<file path="src/rtl/thread_sched_pkg.sv">
package thread_sched_pkg;

  // strobes from the control FSM to the unit/counter datapath
  typedef struct packed {
    logic load;     // capture limit, seed counter, assign first threads
    logic claimEn;  // finish strobes may claim from the shared counter
  } schedStrb_t;

endpackage

</file>
<file path="src/rtl/thread_sched_ctrl.sv">
module thread_sched_ctrl
  import thread_sched_pkg::*;
(
  input  logic       clk,
  input  logic       rst_n,
  input  logic       spawnValid,
  input  logic       allRetired,
  output schedStrb_t strb,
  output logic       busy,
  output logic       joinPulse
);

  logic activeQ;
  logic joinQ;
  logic accept;

  assign accept       = spawnValid & ~activeQ;
  assign strb.load    = accept;
  assign strb.claimEn = activeQ;
  assign busy         = activeQ;
  assign joinPulse    = joinQ;

  always_ff @(posedge clk or negedge rst_n) begin
    if (!rst_n) begin
      activeQ <= 1'b0;
      joinQ   <= 1'b0;
    end else begin
      joinQ <= activeQ & allRetired;
      if (accept)
        activeQ <= 1'b1;
      else if (activeQ && allRetired)
        activeQ <= 1'b0;
    end
  end

endmodule

</file>
<file path="src/rtl/thread_sched_dp.sv">
module thread_sched_dp
  import thread_sched_pkg::*;
#(
  parameter int NUM_UNITS = 8,
  parameter int IDX_W     = 10,
  parameter int CNT_W     = IDX_W + 1
) (
  input  logic                       clk,
  input  logic                       rst_n,
  input  schedStrb_t                 strb,
  input  logic [IDX_W-1:0]           spawnBound,
  input  logic [NUM_UNITS-1:0]       unitDone,
  output logic [NUM_UNITS-1:0]       unitRun,
  output logic [NUM_UNITS*IDX_W-1:0] unitIdx,
  output logic                       allRetired
);

  logic [IDX_W-1:0]     boundQ;
  logic [CNT_W-1:0]     ctrQ;
  logic [NUM_UNITS-1:0] runQ;
  logic [IDX_W-1:0]     idxQ [NUM_UNITS];
  logic [NUM_UNITS-1:0] claim;
  logic [CNT_W-1:0]     rank [NUM_UNITS+1];
  logic [CNT_W-1:0]     claimVal [NUM_UNITS];

  // prefix count of simultaneous claims, lower unit number first
  always_comb begin
    claim   = runQ & unitDone & {NUM_UNITS{strb.claimEn}};
    rank[0] = '0;
    for (int i = 0; i < NUM_UNITS; i++) begin
      claimVal[i] = ctrQ + rank[i];
      rank[i+1]   = rank[i] + CNT_W'(claim[i]);
    end
  end

  always_ff @(posedge clk or negedge rst_n) begin
    if (!rst_n) begin
      boundQ <= '0;
      ctrQ   <= '0;
    end else if (strb.load) begin
      boundQ <= spawnBound;
      ctrQ   <= CNT_W'(NUM_UNITS);
    end else begin
      ctrQ   <= ctrQ + rank[NUM_UNITS];
    end
  end

  for (genvar g = 0; g < NUM_UNITS; g++) begin : gUnit
    always_ff @(posedge clk or negedge rst_n) begin
      if (!rst_n) begin
        runQ[g] <= 1'b0;
        idxQ[g] <= '0;
      end else if (strb.load) begin
        runQ[g] <= (CNT_W'(g) <= CNT_W'(spawnBound));
        idxQ[g] <= IDX_W'(g);
      end else if (claim[g]) begin
        runQ[g] <= (claimVal[g] <= CNT_W'(boundQ));
        idxQ[g] <= claimVal[g][IDX_W-1:0];
      end
    end
    assign unitIdx[g*IDX_W +: IDX_W] = idxQ[g];
  end

  assign unitRun    = runQ;
  assign allRetired = ~|runQ;

endmodule

</file>
<file path="src/rtl/thread_dispatch_sched.sv">
module thread_dispatch_sched
  import thread_sched_pkg::*;
#(
  parameter int NUM_UNITS = 8,   // must not exceed 2**IDX_W
  parameter int IDX_W     = 10
) (
  input  logic                       clk,
  input  logic                       rst_n,
  input  logic                       spawnValid,
  input  logic [IDX_W-1:0]           spawnBound,
  output logic                       busy,
  output logic                       joinPulse,
  output logic [NUM_UNITS-1:0]       unitRun,
  output logic [NUM_UNITS*IDX_W-1:0] unitIdx,
  input  logic [NUM_UNITS-1:0]       unitDone
);

  localparam int CNT_W = IDX_W + 1;

  schedStrb_t strb;
  logic       allRetired;

  thread_sched_ctrl u_ctrl (
    .clk        (clk),
    .rst_n      (rst_n),
    .spawnValid (spawnValid),
    .allRetired (allRetired),
    .strb       (strb),
    .busy       (busy),
    .joinPulse  (joinPulse)
  );

  thread_sched_dp #(
    .NUM_UNITS (NUM_UNITS),
    .IDX_W     (IDX_W),
    .CNT_W     (CNT_W)
  ) u_dp (
    .clk        (clk),
    .rst_n      (rst_n),
    .strb       (strb),
    .spawnBound (spawnBound),
    .unitDone   (unitDone),
    .unitRun    (unitRun),
    .unitIdx    (unitIdx),
    .allRetired (allRetired)
  );

endmodule

</file>
<file path="config.mk">
export PLATFORM = sky130hd
export DESIGN_NAME = thread_dispatch_sched
export DESIGN_NICKNAME = d
export VERILOG_FILES = /design/src/rtl/thread_sched_pkg.sv /design/src/rtl/thread_sched_ctrl.sv /design/src/rtl/thread_sched_dp.sv /design/src/rtl/thread_dispatch_sched.sv
export SDC_FILE = /design/constraint.sdc
export NUM_CORES = 1
export LEC_CHECK = 0
export BUFFER_PORTS_ARGS = -buffer_cell sky130_fd_sc_hd__buf_2
export CORE_ASPECT_RATIO = 1.2
export CORE_MARGIN = 2
export CORE_UTILIZATION = 50
export CTS_CLUSTER_DIAMETER = 120
export DETAILED_ROUTE_END_ITERATION = 12
export PLACE_DENSITY = 0.72
export SLEW_MARGIN = 10
export SYNTH_ARGS = -nofsm -noshare
export SYNTH_HDL_FRONTEND = slang
export SYNTH_SLANG_ARGS = --single-unit
</file>
<file path="constraint.sdc">
create_clock -name clk -period 5.4 [get_ports clk]
set_input_delay 0.54 -clock clk [delete_from_list [all_inputs] [get_ports clk]]
set_output_delay 0.54 -clock clk [all_outputs]
set_load 0.1 [all_outputs]
</file>
==> results by group <==
Worst setup path
  – Reg2reg path depth: 22
  – WS Path Type: flop to flop
  – Worst EP required: 5.70 ns
  – R2R Path Start: u_ctrl.busy$_DFFE_PN0P_
  – Reg-to-reg slack, setup: 0.02 ns
  – RR Endpoint: u_dp.unitRun[7]$_DFFE_PN0P_
  – Critical path endpoint category: flop
  – Element type at the critical path start: flop
  – Crit path arrival time: 5.68 ns
  – CP max FO: 6

Route
  – # DRC: 0
  – Post-route ant nets: 0
  – Drt first pass iters: 7
  – Final wirelength: approximately 25000 µm
  – Via count: around 7700
  – Vias per cell: 5.89
  – DR WL/cell: 19.2 µm
  – Initial drt markers: about 550

Placement
  – Area after DPL: 9480 µm²
  – GPL Wtd Cong: 0.930
  – HPWL Detailed: approximately 18000 µm
  – Pre-CTS setup slack: -0.0481 ns
  – # port buffers: 110
  – Dpl cells: 1282

STA
  – RSZ-0062 raised after global routing: yes
  – Setup violations, final: 0
  – Max Slew Vio Count: 0
  – Layout Skew: 0.0129 ns
  – Rel. slew slack: 0.413
  – Fin crit share: 0.996
  – Final worst setup slack: 0.0234 ns
  – Tmin final: 5.38 ns
  – Final Hold Viols: 0
  – FMAX: between 150 and 200 MHz
  – Worst slew pin tran: 0.880 ns

Global routing
  – Largest net degree at the start of global routing: 69
  – Total gr overflow: 0
  – Initial antenna violation count: 0
  – First-pass GRT wire length: 38800 µm
  – Global Route Usage Sum: 0.281
  – Vias in the first global route: 7516

Floorplanning
  – Core region area: 16700 µm²
  – Ports: 111
  – Cell row count: 52
  – Die area: 17900 µm²
  – Initial core utilization: 0.505
  – Die X-Extent: 123 µm
  – Chip Height: roughly 150 µm

Finish
  – Share of post-route cells with drive strength above 1: 0.208
  – Post-route cell area: 10000 µm²
  – Finished Layout Cells: 1305
  – Layout area overhead: 19.0%
  – Antenna Cells: 0
  – Final #Nets: between 1000 and 1500

Logic synthesis
  – Synth warnings: 0
  – Top-count cell post-synth: ha_1
  – Unique masters post-synth: 52
  – Post-synth EDFFs: 0
  – Commonest cells in the synthesized netlist: 120 x ha_1, 118 x nand2_1, 111 x dfrtp_1, 72 x nand3_1, 55 x a21oi_1
  – Async SR Flop Fraction: 1.00
  – Synth top area share: 0.329
  – Flops & latches, synth: approximately 110
  – Synth top area cells: dfrtp_1 33%, ha_1 18%, nand2_1 5.2%
  – Dominant synthesized flop cell: dfrtp_1
  – Post-synth top area cell: dfrtp_1
  – Synth Area per Inst: between 8 and 9 µm²
  – Mapped Area: 8440 µm²
  – Sequential area share after synthesis: 0.329
  – Cells after Synth: about 960

Clock tree
  – TritonCTS buffer count: 9
  – # hold bufs at CTS: 0
  – H-Tree Depth: 3
  – Clk buf depth: 2
  – Root Buffer: clkbuf_16
  – Clock sinks: 111
  – Worst-Skew Late Latency: about 0.37 ns
  – CTS tree: built
  – CTS clock-pin slew for the worst setup and hold paths: 0.08 ns

Min path
  – Hold crit path type: input pin to async pin

Outcome
  – Status: finished, final reports clean

Job
  – # Max-Cap Violations: 0
## final cells by class
class                   instances  area, µm²
multi-input cells             753       5580
well taps                     216        270
inverters                      51        199
clock inverters                 7       65.1
flip-flops and latches        111       2790
fillers                      1494       6680
clock buffers                   9        225
repair buffers                158        913
## worst max path at each step
stage                            start                          end  cells after the start
5_1_grt        u_ctrl.busy$_DFFE_PN0P_  u_dp.unitRun[7]$_DFFE_PN0P_                     23
3_5_place_dp               unitDone[1]  u_dp.unitRun[7]$_DFFE_PN0P_                     25
6_report       u_ctrl.busy$_DFFE_PN0P_  u_dp.unitRun[7]$_DFFE_PN0P_                     22
4_1_cts        u_ctrl.busy$_DFFE_PN0P_  u_dp.unitRun[7]$_DFFE_PN0P_                     24
3_3_place_gp               unitDone[1]  u_dp.unitRun[7]$_DFFE_PN0P_                     25
2_1_floorplan  u_ctrl.busy$_DFFE_PN0P_  u_dp.unitRun[7]$_DFFE_PN0P_                     26
## placed cells by master, fill, tap and decap left out, drive strengths merged, types with 6 or more instances in the layout
master  count
nor3       13
nand3      72
o21ai      53
a21oi      57
fa         10
nor2b      12
o211ai      8
nor2       49
xnor2      45
a21o       40
buf       158
a211oi      7
o21a        6
and3       36
clkbuf      9
inv        47
nand4      15
xor2       31
clkinv     10
a31oi       8
dfrtp     111
ha        120
nand2     118
## worst max-delay path, stage by stage (launching register included)
cell and delay (ns):
dfrtp_4 0.54, nand3_4 0.12, clkinv_4 0.06, fa_1 0.51, ha_2 0.22, fa_2 0.57, ha_4 0.21, ha_2 0.38
ha_4 0.17, nand3_2 0.11, xnor2_2 0.24, ha_4 0.25, a21oi_4 0.13, o21ai_2 0.08, o31a_1 0.35, o21bai_2 0.17
xnor2_2 0.10, ha_1 0.35, a21oi_2 0.17, o21ai_1 0.08, nor4_1 0.29, nor2_1 0.09, o21ai_1 0.11
## sequential cells by signal (all words and copies together), names as in the netlist
register          cells
u_dp.unitIdx         80
u_dp.ctrQ            11
u_dp.boundQ          10
u_dp.unitRun          8
u_ctrl.busy           1
u_ctrl.joinPulse      1
## stage by stage
step	hold slack, ns	utilization	setup TNS (ns)
floorplan	0.244	-	-0.0322
global placement	0.476	0.567	0
detailed placement	0.479	0.567	-0.0526
CTS	0.325	0.584	0
global route	0.363	0.601	-0.544
finish	0.294	0.601	0
## logic make-up (layout without fill, tap and decap cells)
logic type | Yosys count | after routing | synth area share
AOI/OAI and AO/OA | 201 | 201 | 0.149
xor gates and xnor gates | 76 | 76 | 0.0806
adders and majority gates | 130 | 130 | 0.202
buffers and inverters | 92 | 225 | 0.0443
DFF | 111 | 111 | 0.329
muxes | 2 | 2 | 0.00237
other | 1 | 2 | 0.000444
and+or+nand+nor | 342 | 342 | 0.193
## per-layer routing
metal  wire (µm)  share of wire  global-route usage
met3        1530          0.061              0.0422
met2       11800           0.47               0.465
met4        1460          0.058               0.151
met1       10200           0.41               0.349
met5           0              0                   0
## repair_timing
| item | CTS | global route |
|---|---|---|
| resized for setup | 0 | 39 |
| endpoints found under the setup margin | 0 | 3 |
| setup buffers | 0 | 7 |
Power is left out: the tool's default activity adds up to more than one toggle a clock period on the data nets, which glitch-free logic cannot reach.
